File: src/rtl/wsel_pkg.sv
package wsel_pkg;

    // Absolute distance between two way numbers.
    function automatic int way_gap(input int a, input int b);
        return (a > b) ? (a - b) : (b - a);
    endfunction

endpackage

File: src/rtl/wsel_seq_map.sv
// Maps a sequence position to a physical way: way = (pos * STRIDE) mod WAYS.
// WAYS must be a power of two and STRIDE odd, so the map is a permutation.
module wsel_seq_map #(
    parameter int WAYS   = 8,
    parameter int STRIDE = 3,
    localparam int W     = $clog2(WAYS),
    localparam int PW    = W + 8
) (
    input  logic [W-1:0] pos_i,
    output logic [W-1:0] way_o
);
    logic [PW-1:0] prod;

    always_comb begin
        prod  = {8'd0, pos_i} * PW'(STRIDE);
        way_o = prod[W-1:0];
    end

endmodule

File: src/rtl/wsel_ptr_bank.sv
// Per-set position counters. Two-process style.
module wsel_ptr_bank #(
    parameter int SETS  = 16,
    parameter int POS_W = 3,
    localparam int SET_W = $clog2(SETS)
) (
    input  logic             clk,
    input  logic             rst_n,
    input  logic             adv_i,
    input  logic [SET_W-1:0] adv_set_i,
    input  logic [SET_W-1:0] rd_set_i,
    output logic [POS_W-1:0] rd_pos_o
);
    typedef struct packed {
        logic [SETS-1:0][POS_W-1:0] ptr;
    } state_t;

    state_t st_d, st_q;

    always_comb begin
        st_d = st_q;
        if (adv_i) begin
            st_d.ptr[adv_set_i] = st_q.ptr[adv_set_i] + POS_W'(1);
        end
        rd_pos_o = st_q.ptr[rd_set_i];
    end

    always_ff @(posedge clk or negedge rst_n) begin
        if (!rst_n) begin
            st_q <= '0;
        end else begin
            st_q <= st_d;
        end
    end

    for (genvar i = 0; i < SETS; i++) begin : g_set_chk
        // a commit to this set moves its counter one step forward
        a_r4_step_one: assert property (@(posedge clk) disable iff (!rst_n)
            (adv_i && adv_set_i == SET_W'(i)) |=>
                st_q.ptr[i] == POS_W'($past(st_q.ptr[i]) + POS_W'(1)));
        // no commit to this set keeps its counter still
        a_r5_idle_hold: assert property (@(posedge clk) disable iff (!rst_n)
            !(adv_i && adv_set_i == SET_W'(i)) |=> $stable(st_q.ptr[i]));
    end

endmodule

File: src/rtl/wsel_victim_top.sv
module wsel_victim_top #(
    parameter int WAYS   = 8,
    parameter int SETS   = 16,
    parameter int STRIDE = 3,
    localparam int WAY_W = $clog2(WAYS),
    localparam int SET_W = $clog2(SETS)
) (
    input  logic             clk,
    input  logic             rst_n,
    input  logic             req_i,
    input  logic [SET_W-1:0] req_set_i,
    output logic [WAY_W-1:0] victim_way_o,
    output logic             victim_valid_o
);
    import wsel_pkg::*;

    logic             commit;
    logic [WAY_W-1:0] cur_pos;

    always_comb begin
        commit         = req_i & rst_n;
        victim_valid_o = commit;
    end

    wsel_ptr_bank #(
        .SETS  (SETS),
        .POS_W (WAY_W)
    ) u_bank (
        .clk       (clk),
        .rst_n     (rst_n),
        .adv_i     (commit),
        .adv_set_i (req_set_i),
        .rd_set_i  (req_set_i),
        .rd_pos_o  (cur_pos)
    );

    wsel_seq_map #(
        .WAYS   (WAYS),
        .STRIDE (STRIDE)
    ) u_map (
        .pos_i (cur_pos),
        .way_o (victim_way_o)
    );

    // back-to-back commits to one set land at least three ways apart
    a_r2_far_apart: assert property (@(posedge clk) disable iff (!rst_n)
        (victim_valid_o && $past(victim_valid_o) && req_set_i == $past(req_set_i))
            |-> way_gap(int'(victim_way_o), int'($past(victim_way_o))) >= 3);

    // nothing is answered while reset is held
    a_r8_quiet_in_reset: assert property (@(posedge clk)
        !rst_n |-> !victim_valid_o);

    // a cycle without a commit leaves the offered way of that set unchanged
    a_r9_peek_no_move: assert property (@(posedge clk) disable iff (!rst_n)
        (!req_i && $stable(req_set_i)) |=> ($stable(req_set_i) -> $stable(victim_way_o)));

endmodule

File: config.mk
export PLATFORM = sky130hd
export DESIGN_NAME = wsel_victim_top
export DESIGN_NICKNAME = d
export VERILOG_FILES = /design/src/rtl/wsel_pkg.sv /design/src/rtl/wsel_seq_map.sv /design/src/rtl/wsel_ptr_bank.sv /design/src/rtl/wsel_victim_top.sv
export SDC_FILE = /design/constraint.sdc
export NUM_CORES = 1
export LEC_CHECK = 0
export ABC_AREA = 1
export BUFFER_PORTS_ARGS = -buffer_cell sky130_fd_sc_hd__buf_2
export CAP_MARGIN = 30
export CELL_PAD_IN_SITES_DETAIL_PLACEMENT = 1
export CELL_PAD_IN_SITES_GLOBAL_PLACEMENT = 2
export CORE_ASPECT_RATIO = 0.6
export CORE_MARGIN = 10
export CORE_UTILIZATION = 25
export CTS_CLUSTER_SIZE = 16
export DETAILED_ROUTE_END_ITERATION = 12
export GPL_TIMING_DRIVEN = 0
export PLACE_DENSITY_LB_ADDON = 0.1
export SETUP_SLACK_MARGIN = 0.2
export SLEW_MARGIN = 15
export SYNTH_ARGS = -nofsm -noshare
export SYNTH_HDL_FRONTEND = slang
export SYNTH_HIERARCHICAL = 1
export SYNTH_SLANG_ARGS = --single-unit
File: constraint.sdc
create_clock -name clk -period 4.9 [get_ports clk]
set_input_delay 0.98 -clock clk [delete_from_list [all_inputs] [get_ports clk]]
set_output_delay 0.98 -clock clk [all_outputs]
set_load 0.05 [all_outputs]
### Word-level counts from Yosys, hierarchy flattened

Index checks and enable logic that the tools add are counted.

| word-level totals | value |
|---|---|
| word-level logic and storage cells | 27 |
| flip-flop bits (word level) | 48 |
| output and inout bits | 4 |
| input port bits | 7 |

| operators by class | value |
|---|---|
| multiply operators | 1 |
| reduce and logical (&&, ||, !) cells | 1 |
| $lt $le $gt $ge | 2 |
| muxes and demuxes | 5 |
| add/subtract/negate cells | 1 |
| bitwise gates (word level) | 1 |

Operator list:

| operator | number |
|---|---|
| 48-bit bitwise mux | 1 |
| 3-bit binary-select mux with 4-bit select | 1 |
| 3-bit demux with 4-bit select | 1 |
| 3-bit 2-to-1 mux | 2 |
| 4-bit by 5-bit less-than comparator with 1-bit output (second input constant) | 1 |
| 4-bit by 1-bit >= comparator with 1-bit output (second input constant) | 1 |
| 3-bit by 1-bit adder with 3-bit output (second input constant) | 1 |
| 3-bit by 2-bit multiplier with 3-bit output (second input constant) | 1 |
| 1-bit AND | 1 |
| 1-bit logical AND | 1 |

### Longest topological paths before layout

Gate-level depths: netlist (run 1).

| logic depth | value |
|---|---|
| depth in word-level cells | 5 |
| mapped depth | 17 |
| mapped depth without buffers | 14 |

### By module

Netlist (run 1), hierarchy kept.

Modules (own cells, without submodules):

| module | seq. area each (um^2) | cells an instance | times used | area each (um^2) |
|---|---|---|---|---|
| wsel_ptr_bank | 1201.2 | 411 | 1 | 2786.4 |
| wsel_seq_map | 0.0 | 11 | 1 | 55.1 |
| wsel_victim_top | 0.0 | 2 | 1 | 7.5 |

### Least setup slack after synthesis (run 1)

Ideal clock, no wire load.

| timing path | value |
|---|---|
| path type | input port to output port |
| start point | input req_set_i[0] |
| end point | output victim_way_o[2] |
| data required time | 3920 ps |
| cell stages on the path | 11 |
| setup slack | 1440 ps |
| buffers on the path | 2 |
| data arrival time | 2480 ps |
| cell sequence | clkbuf_1 -> inv_1 -> clkbuf_1 -> nor2_1 -> o21ai_0 -> o221ai_1 -> nand2_1 -> ha_1 -> inv_1 -> nand2_1 -> nand2_1 |

| between the ends | value |
|---|---|
| cells in the longest elaborated chain, start to end | 3 |

Ends and longest elaborated chain:

| item | RTL line | text |
|---|---|---|
| start, declared | wsel_victim_top.sv:11 | `input logic [SET_W-1:0] req_set_i,` |
| 3-bit binary-select mux with 4-bit select | wsel_ptr_bank.sv:25 | `rd_pos_o = st_q.ptr[rd_set_i];` |
| 3-bit 2-to-1 mux (implied by the code) | wsel_ptr_bank.sv:25 |  |
| named net cur_pos[1] | wsel_victim_top.sv:18 | `logic [WAY_W-1:0] cur_pos;` |
| 3-bit by 2-bit multiplier with 3-bit output | wsel_seq_map.sv:15 | `prod = {8'd0, pos_i} * PW'(STRIDE);` |
| end, declared | wsel_victim_top.sv:12 | `output logic [WAY_W-1:0] victim_way_o,` |

The timed path passes the listed nets, and every way through them passes these cells. The select of a mux whose other input is x is not followed.

### Worst setup path in the final report (run 1)

Ends and elaborated chain as after synthesis.

==> results of run 1 <==
[per-layer routing]
layer,vias to the layer above,track usage [%]
met5,-,0
met4,0,2.146
met3,6,3.250
met2,53,19.81
met1,1420,23.80
li1,1385,-
[metrics by stage]
step           total power, µW  worst slack [ns]  utilization [%]  hold slack (ns)  area [µm²]
4_1_cts                   1365            0.5437            29.11           0.5184        3267
3_5_place_dp             902.2            0.5485            27.46           0.4996        3082
6_report                  1346            0.5606            29.11           0.5133        3267
2_1_floorplan            767.6             1.440                -           0.4648        2849
3_3_place_gp             894.9            0.5379            27.44           0.4950        3079
5_1_grt                   1434            0.2018            29.11           0.5457        3267
[power by group]
part	switching, µW	total (µW)	internal [µW]
sequential	63.3	551	487
clock	164	454	290
combinational	240	342	102
total	467	1350	879
[worst register-to-register path: stages, from the launching register on]
cell and delay, ns:
dfrtp_1 0.36, inv_1 0.13, o21ai_0 0.12, o21ai_1 0.13, nand2_1 0.11, nor2_4 0.29, buf_6 0.21, inv_2 0.04
ha_1 0.32, clkbuf_1 0.47, nand2_1 0.11, o21ai_0 0.09
[cell usage after synthesis (2+ instances only)]
master | count | area, µm²
a21oi_1 | 8 | 40.04
buf_4 | 2 | 15.01
buf_6 | 2 | 22.52
clkbuf_1 | 7 | 26.28
dfrtp_1 | 48 | 1201
ha_1 | 2 | 25.02
inv_1 | 47 | 176.4
inv_2 | 4 | 15.01
nand2_1 | 160 | 600.6
nand2_2 | 2 | 12.51
nand3_1 | 5 | 25.02
nor2_1 | 37 | 138.9
nor2_4 | 2 | 22.52
o211ai_1 | 3 | 22.52
o21ai_0 | 72 | 360.4
o21ai_1 | 10 | 50.05
o221ai_1 | 6 | 52.55
o22ai_1 | 4 | 25.02
[area by class of cell]
cell class / instances / area, µm²
fill: 1408 / 7956
multi-input combinational: 313 / 1388
sequential: 48 / 1201
inverter: 51 / 191.4
tap: 144 / 180.2
clock buffer: 5 / 125.1
buffer: 12 / 68.82
clock inverter: 2 / 60.06
timing repair buffer: 10 / 52.55
[how the worst min path moves through the flow]
stage | endpoint | cells past startpoint
after detailed placement | u_bank/st_q[36] | 2
after CTS | u_bank/st_q[36] | 2
final | u_bank/st_q[36] | 2
after global placement | u_bank/st_q[36] | 2
after floorplan | u_bank/st_q[18] | 2
after global routing | u_bank/st_q[12] | 2
[logic make-up (layout without fill, tap and decap cells)]
kind of cell / after synthesis / count (layout)
simple gates: 208 / 208
compound gates: 103 / 103
buf+inv: 63 / 80
flops: 48 / 48
fa+ha+maj: 2 / 2
==> summary.md, run 1 <==
| Metric | Value |
|---|---|
| Status | `finished clean` |
| H-tree depth | `2` |
| Crit path buf inv count | `4` |
| Number of global-route vias before repair | `2811` |
| Critical path data arrival time | `between 3 and 4 ns` |
| Top Registers | `u_bank/st_q x48` |
| Fin crit period | `around 4.3 ns` |
| Mapped Nets | `~430` |
| Cell Area, Synth | `2849 µm²` |
| Antenna-violating nets left | `0` |
| Maximum operating frequency | `0.2304 GHz` |
| IO buf count | `10` |
| ANT cells | `0` |
| Die H | `102.7 µm` |
| Max-slew headroom | `54.84%` |
| CP endpoint | `victim_way_o[2]` |
| Compound-Gate Fraction of Synth Area | `19.32%` |
| VDD IR max | `between 0.1 and 0.15 mV` |
| Chip width | `between 150 and 200 µm` |
| Warnings from Yosys | `6` |
| Commonest non-fill, non-tap cell in the layout | `nand2_1` |
| Number of synthesized flops with an enable pin | `0` |
| Simple-Gate Fraction of Synth Area | `28.50%` |
| Critical Path Start | `req_set_i[0]` |
| Initial antenna violation count | `0` |
| Critical Path Source Type | `input port` |
| Fin. Hold Viols | `0` |
| Share of cells above drive strength 1 | `7.029%` |
| Clock Path Buffers | `2` |
| Hold Startpoint | `u_bank/st_q[36]` |
| Clock sink count | `48` |
| Worst reg-to-reg setup slack | `2.44 ns` |
| Row cnt | `30` |
| Worst Path Max Fanout | `10` |
| Global-route wire length before repair | `17970 µm` |
| Overflow after GRT | `0` |
| Final Max Slew Viols | `0` |
| WL/cell | `19.98 µm` |
| Distinct cells, synth | `21` |
| Drt pass-1 iters | `4` |
| R2R depth | `11` |
| Post-synthesis xor/xnor area fraction | `0%` |
| Pwr/cell area | `around 410 nW/µm²` |
| Number of flip-flops in the largest register | `48` |
| Setup TNS | `0 ns` |
| CP endpoint kind | `output port` |
| Min-delay worst type | `reg -> reg` |
| Pin count of the biggest net entering global routing | `50` |
| Vias per std cell | `4.896` |
| Inst Count DP | `578` |
| Clock transition at path regs | `0.07 ns` |
| Clock latency on the worst-skew pair | `0.29 ns` |
| Slew @ Worst Pin | `0.6775 ns` |
| Worst path depth | `11` |
| Register area share after synthesis | `42.16%` |
| CTS tree | `built` |
| Nets@finish | `450` |
| Routed met1 length | `6593 µm` |
| Total I/O pin count | `11` |
| Via count | `2864` |
| Total core area | `about 11000 µm²` |
| Die area | `roughly 16000 µm²` |
| Reg-to-reg critical path startpoint | `u_bank/st_q[21]` |
| Initial core utilization | `about 25%` |
| WS Path Type | `in -> out` |
| Met3 WL post-DR | `596 µm` |
| DR top layer | `met4` |
| Mux contribution to synthesized area | `0%` |
| Post-CTS setup buffer count | `0` |
| Setup violations, final | `0` |
| Drt drc | `0` |
| Syn Inst Count | `approximately 420` |
| Top Family by Delay on Critical Path | `buffers and inverters` |
| Routed wire length | `about 12000 µm` |
| Root Buffer | `clkbuf_16` |
| Iter 0 DRT Violations | `284` |
| Required time of the critical path | `3.92 ns` |
| RSZ-0062 raised after global routing | `false` |
| Leak Pwr | `~0.0016 µW` |
| Post-CTS resize count | `0` |
| Metal2 WL | `4429 µm` |
| DP HPWL | `8820 µm` |
| Adder-Cell Fraction of Synth Area | `0.8783%` |
| Synthesized area per cell | `between 6 and 7 µm²` |
| Hold buffer count at CTS | `0` |
| Max Cap Viol | `0` |
| Cell Count, Final, Fillers Out | `585` |
| Total track usage | `14.98%` |
| Largest Register | `u_bank/st_q` |
| Clock Skew | `0.003693 ns` |
| Largest family of logic cells by synthesized area | `simple AND/OR/NAND/NOR gates` |
| Worst path slowest cell | `clkbuf_1` |
| Worst-path cell chain | `buf_2, clkbuf_1, clkbuf_1, o21ai_0, o21ai_0, o221ai_1, nand2_1, ha_1, nand3_1, nand2_1, buf_2` |
| Crit share post-route | `88.56%` |
| Most frequent cells in the layout | `160 x nand2_1, 72 x o21ai_0, 48 x dfrtp_1, 47 x inv_1, 37 x nor2_1` |
| Synth Flop Type | `dfrtp_1` |
| Crit-path max cell delay | `0.57 ns` |
| FF+latch count, synth | `48` |
| RePlAce Congestion | `between 0.8 and 0.9` |
| Layout area overhead | `14.67%` |
| Post-synth ARST share | `100.0%` |
| CTS Buf Count | `5` |
| Crit Reg-Reg Endpoint | `u_bank/st_q[34]` |
Power figures use the tool's default switching activity.
==> run 2: changes to the inputs <==
--- a/config.mk
+++ b/config.mk
@@ -13,6 +13,7 @@
 export CORE_ASPECT_RATIO = 0.6
 export CORE_MARGIN = 10
 export CORE_UTILIZATION = 25
+export CTS_BUF_LIST = sky130_fd_sc_hd__clkbuf_8
 export CTS_CLUSTER_SIZE = 16
 export DETAILED_ROUTE_END_ITERATION = 12
 export GPL_TIMING_DRIVEN = 0
==> run 2 against run 1 <==
Effect of this change: clock skew rose by 0.0084 ns; highest routed layer unchanged; worst setup slack got worse by 0.053 ns; register-to-register slack barely moved; fmax fell by 1.2%; utilization fell by 0.50 points; flip-flop and latch count did not move; wire length rose by 0.36%.
==> summary.md, run 2 (synthesis results as in run 1) <==
| Metric | Value |
|---|---|
| Status | `finished clean` |
| Final Cell Area | `3211 µm² (-1.7%)` |
| Vias per std cell | `4.827 (-1.4%)` |
| Count of filler cells inserted in the layout | `1417 (+0.64%)` |
| Top Family by Delay on Critical Path | `buffers and inverters` |
| Total I/O pin count | `11 (unchanged)` |
| Initial antenna violation count | `0 (unchanged)` |
| Largest Register | `u_bank/st_q` |
| Critical path data arrival time | `3.41 ns (+0.05 ns)` |
| CP endpoint kind | `output port` |
| Min-delay worst type | `reg -> reg` |
| RePlAce Congestion | `0.8043 (unchanged)` |
| Final Max Slew Viols | `0 (unchanged)` |
| Setup TNS | `0 ns (unchanged)` |
| CTS Buf Count | `5 (unchanged)` |
| Hold Startpoint | `u_bank/st_q[36]` |
| Die H | `102.7 µm (unchanged)` |
| Chip width | `157.8 µm (unchanged)` |
| Worst-path cell chain | `buf_2, clkbuf_1, clkbuf_1, o21ai_0, o21ai_0, o221ai_1, nand2_1, ha_1, nand3_1, nand2_1, buf_2` |
| Root Buffer | `clkbuf_8` |
| Crit-path max cell delay | `0.58 ns (about the same)` |
| Hold depth | `2 (unchanged)` |
| Leak Pwr | `0.001570 µW (-1.6%)` |
| Top Registers | `u_bank/st_q x48` |
| Initial core utilization | `25.38% (unchanged)` |
| Reg-to-reg critical path startpoint | `u_bank/st_q[21]` |
| Clock Skew | `0.01206 ns (+0.008366 ns)` |
| Worst Path Max Fanout | `10 (unchanged)` |
| Layout area overhead | `12.69%` |
| Antenna-violating nets left | `0 (unchanged)` |
| Multi-input logic area | `1388 µm² (unchanged)` |
| Worst path slowest cell | `clkbuf_1` |
| Maximum operating frequency | `0.2277 GHz (-1.2%)` |
| Commonest non-fill, non-tap cell in the layout | `nand2_1` |
| VDD IR max | `0.1198 mV (-3.3%)` |
| Number of global-route vias before repair | `2808 (-0.11%)` |
| Via count | `2824 (-1.4%)` |
| Iter 0 DRT Violations | `255 (-10%)` |
| Cell Count, Final, Fillers Out | `585 (unchanged)` |
| Inst Count DP | `578 (unchanged)` |
| Final core utilization | `28.61% (-0.50 points)` |
| CTS tree | `built` |
| RSZ-0062 raised after global routing | `false` |
| WS Path Type | `in -> out` |
| Fin. Hold Viols | `0 (unchanged)` |
| Routed wire length | `11730 µm (+0.36%)` |
| Clock Path Buffers | `2 (unchanged)` |
| R2R depth | `14 (+3)` |
| Dpl cell area | `3082 µm² (unchanged)` |
| Critical Path Source Type | `input port` |
| Overflow after GRT | `0 (unchanged)` |
| Endpoint, Worst Hold | `u_bank/st_q[36]` |
| Total power | `1246 µW (-7.5%)` |
| Crit share post-route | `89.64% (+1.1 points)` |
| Setup violations, final | `0 (unchanged)` |
| ANT cells | `0 (unchanged)` |
| Crit Reg-Reg Endpoint | `u_bank/st_q[11]` |
| Share of cells above drive strength 1 | `7.029% (unchanged)` |
| Pin count of the biggest net entering global routing | `50 (unchanged)` |
| Required time of the critical path | `3.92 ns (about the same)` |
| WL/cell | `20.06 µm (+0.36%)` |
| Post-CTS resize count | `0 (unchanged)` |
| H-tree depth | `2 (unchanged)` |
| Slew @ Worst Pin | `0.6926 ns (+0.01513 ns)` |
| Max-slew headroom | `53.83% (-1.0 points)` |
| Post-CTS setup buffer count | `0 (unchanged)` |
| Max Cap Viol | `0 (unchanged)` |
| Worst reg-to-reg setup slack | `2.44 ns (about the same)` |
| Worst path depth | `11 (unchanged)` |
| Reg area | `1201 µm² (unchanged)` |
| Row cnt | `30 (unchanged)` |
| Nets@finish | `450 (unchanged)` |
| Clock transition at path regs | `0.10 ns (+0.03 ns)` |
| Number of flip-flops in the largest register | `48 (unchanged)` |
| Die area | `16210 µm² (unchanged)` |
| IO buf count | `10 (unchanged)` |
| Total track usage | `15.02% (+0.044 points)` |
| Clock latency on the worst-skew pair | `0.32 ns (+0.03 ns)` |
| Total core area | `11220 µm² (unchanged)` |
| Drt pass-1 iters | `4 (unchanged)` |
| Drt drc | `0 (unchanged)` |
| DP HPWL | `8820 µm (unchanged)` |
| Clock sink count | `48 (unchanged)` |
| Global-route wire length before repair | `17970 µm (about the same)` |
| Hold buffer count at CTS | `0 (unchanged)` |
| Most frequent cells in the layout | `160 x nand2_1, 72 x o21ai_0, 48 x dfrtp_1, 47 x inv_1, 37 x nor2_1` |
| Fin crit period | `4.392 ns (+0.05295 ns)` |
| Pwr/cell area | `388.1 nW/µm² (-5.8%)` |
| Crit path buf inv count | `4 (unchanged)` |
==> run 2: changes by cell type in the layout (fill, tap and decap cells not counted) <==
cell,delta
clkbuf_8,+5
clkbuf_16,-5
==> run 2: worst register-to-register path: stages, from the launching register on <==
cell	delay, ns
dfrtp_1	0.37
inv_1	0.13
o21ai_0	0.12
o21ai_1	0.13
nand2_1	0.11
nor2_4	0.29
buf_6	0.21
inv_2	0.04
ha_1	0.25
inv_1	0.08
o21ai_1	0.07
nand2_2	0.16
buf_2	0.27
nand2_1	0.09
nand2_1	0.08
==> run 2: worst max-delay path by stage <==
stage	start	endpoint	slack, ns
2_1_floorplan	req_set_i[0]	victim_way_o[2]	1.44
4_1_cts	req_set_i[0]	victim_way_o[2]	0.54
6_report	req_set_i[0]	victim_way_o[2]	0.51
3_3_place_gp	req_set_i[0]	victim_way_o[2]	0.54
5_1_grt	req_set_i[0]	victim_way_o[2]	0.20
3_5_place_dp	req_set_i[0]	victim_way_o[2]	0.55
==> run 2: metrics by stage <==
stage	setup slack, ns	hold WS, ns
2_1_floorplan	1.440	0.4648
3_3_place_gp	0.5379	0.4950
3_5_place_dp	0.5485	0.4996
4_1_cts	0.5437	0.5257
5_1_grt	0.2018	0.5534
6_report	0.5076	0.5193
==> run 2: per-layer routing <==
| metal | up-vias | GRT usage (%) | part of all wire, % |
|---|---|---|---|
| li1 | 1384 | - | - |
| met1 | 1385 | 23.85 | 55 |
| met2 | 53 | 19.91 | 38 |
| met3 | 2 | 3.250 | 6.8 |
| met4 | 0 | 2.146 | 0.28 |
| met5 | - | 0 | 0 |
==> run 2: area by class of cell <==
cell class	count	area share (%)
plain buffers	12	2.143
multi-input cells	313	43.22
flip-flops and latches	48	37.41
repair buffers	10	1.637
well taps	144	5.612
inverters	51	5.963
clock inverters	2	1.871
clock buffers	5	2.143
==> run 2: where the power goes <==
group | internal, µW | switching (µW) | total, µW
Combinational | 102 | 238 | 340
Clock | 201 | 155 | 356
Sequential | 487 | 63.5 | 550
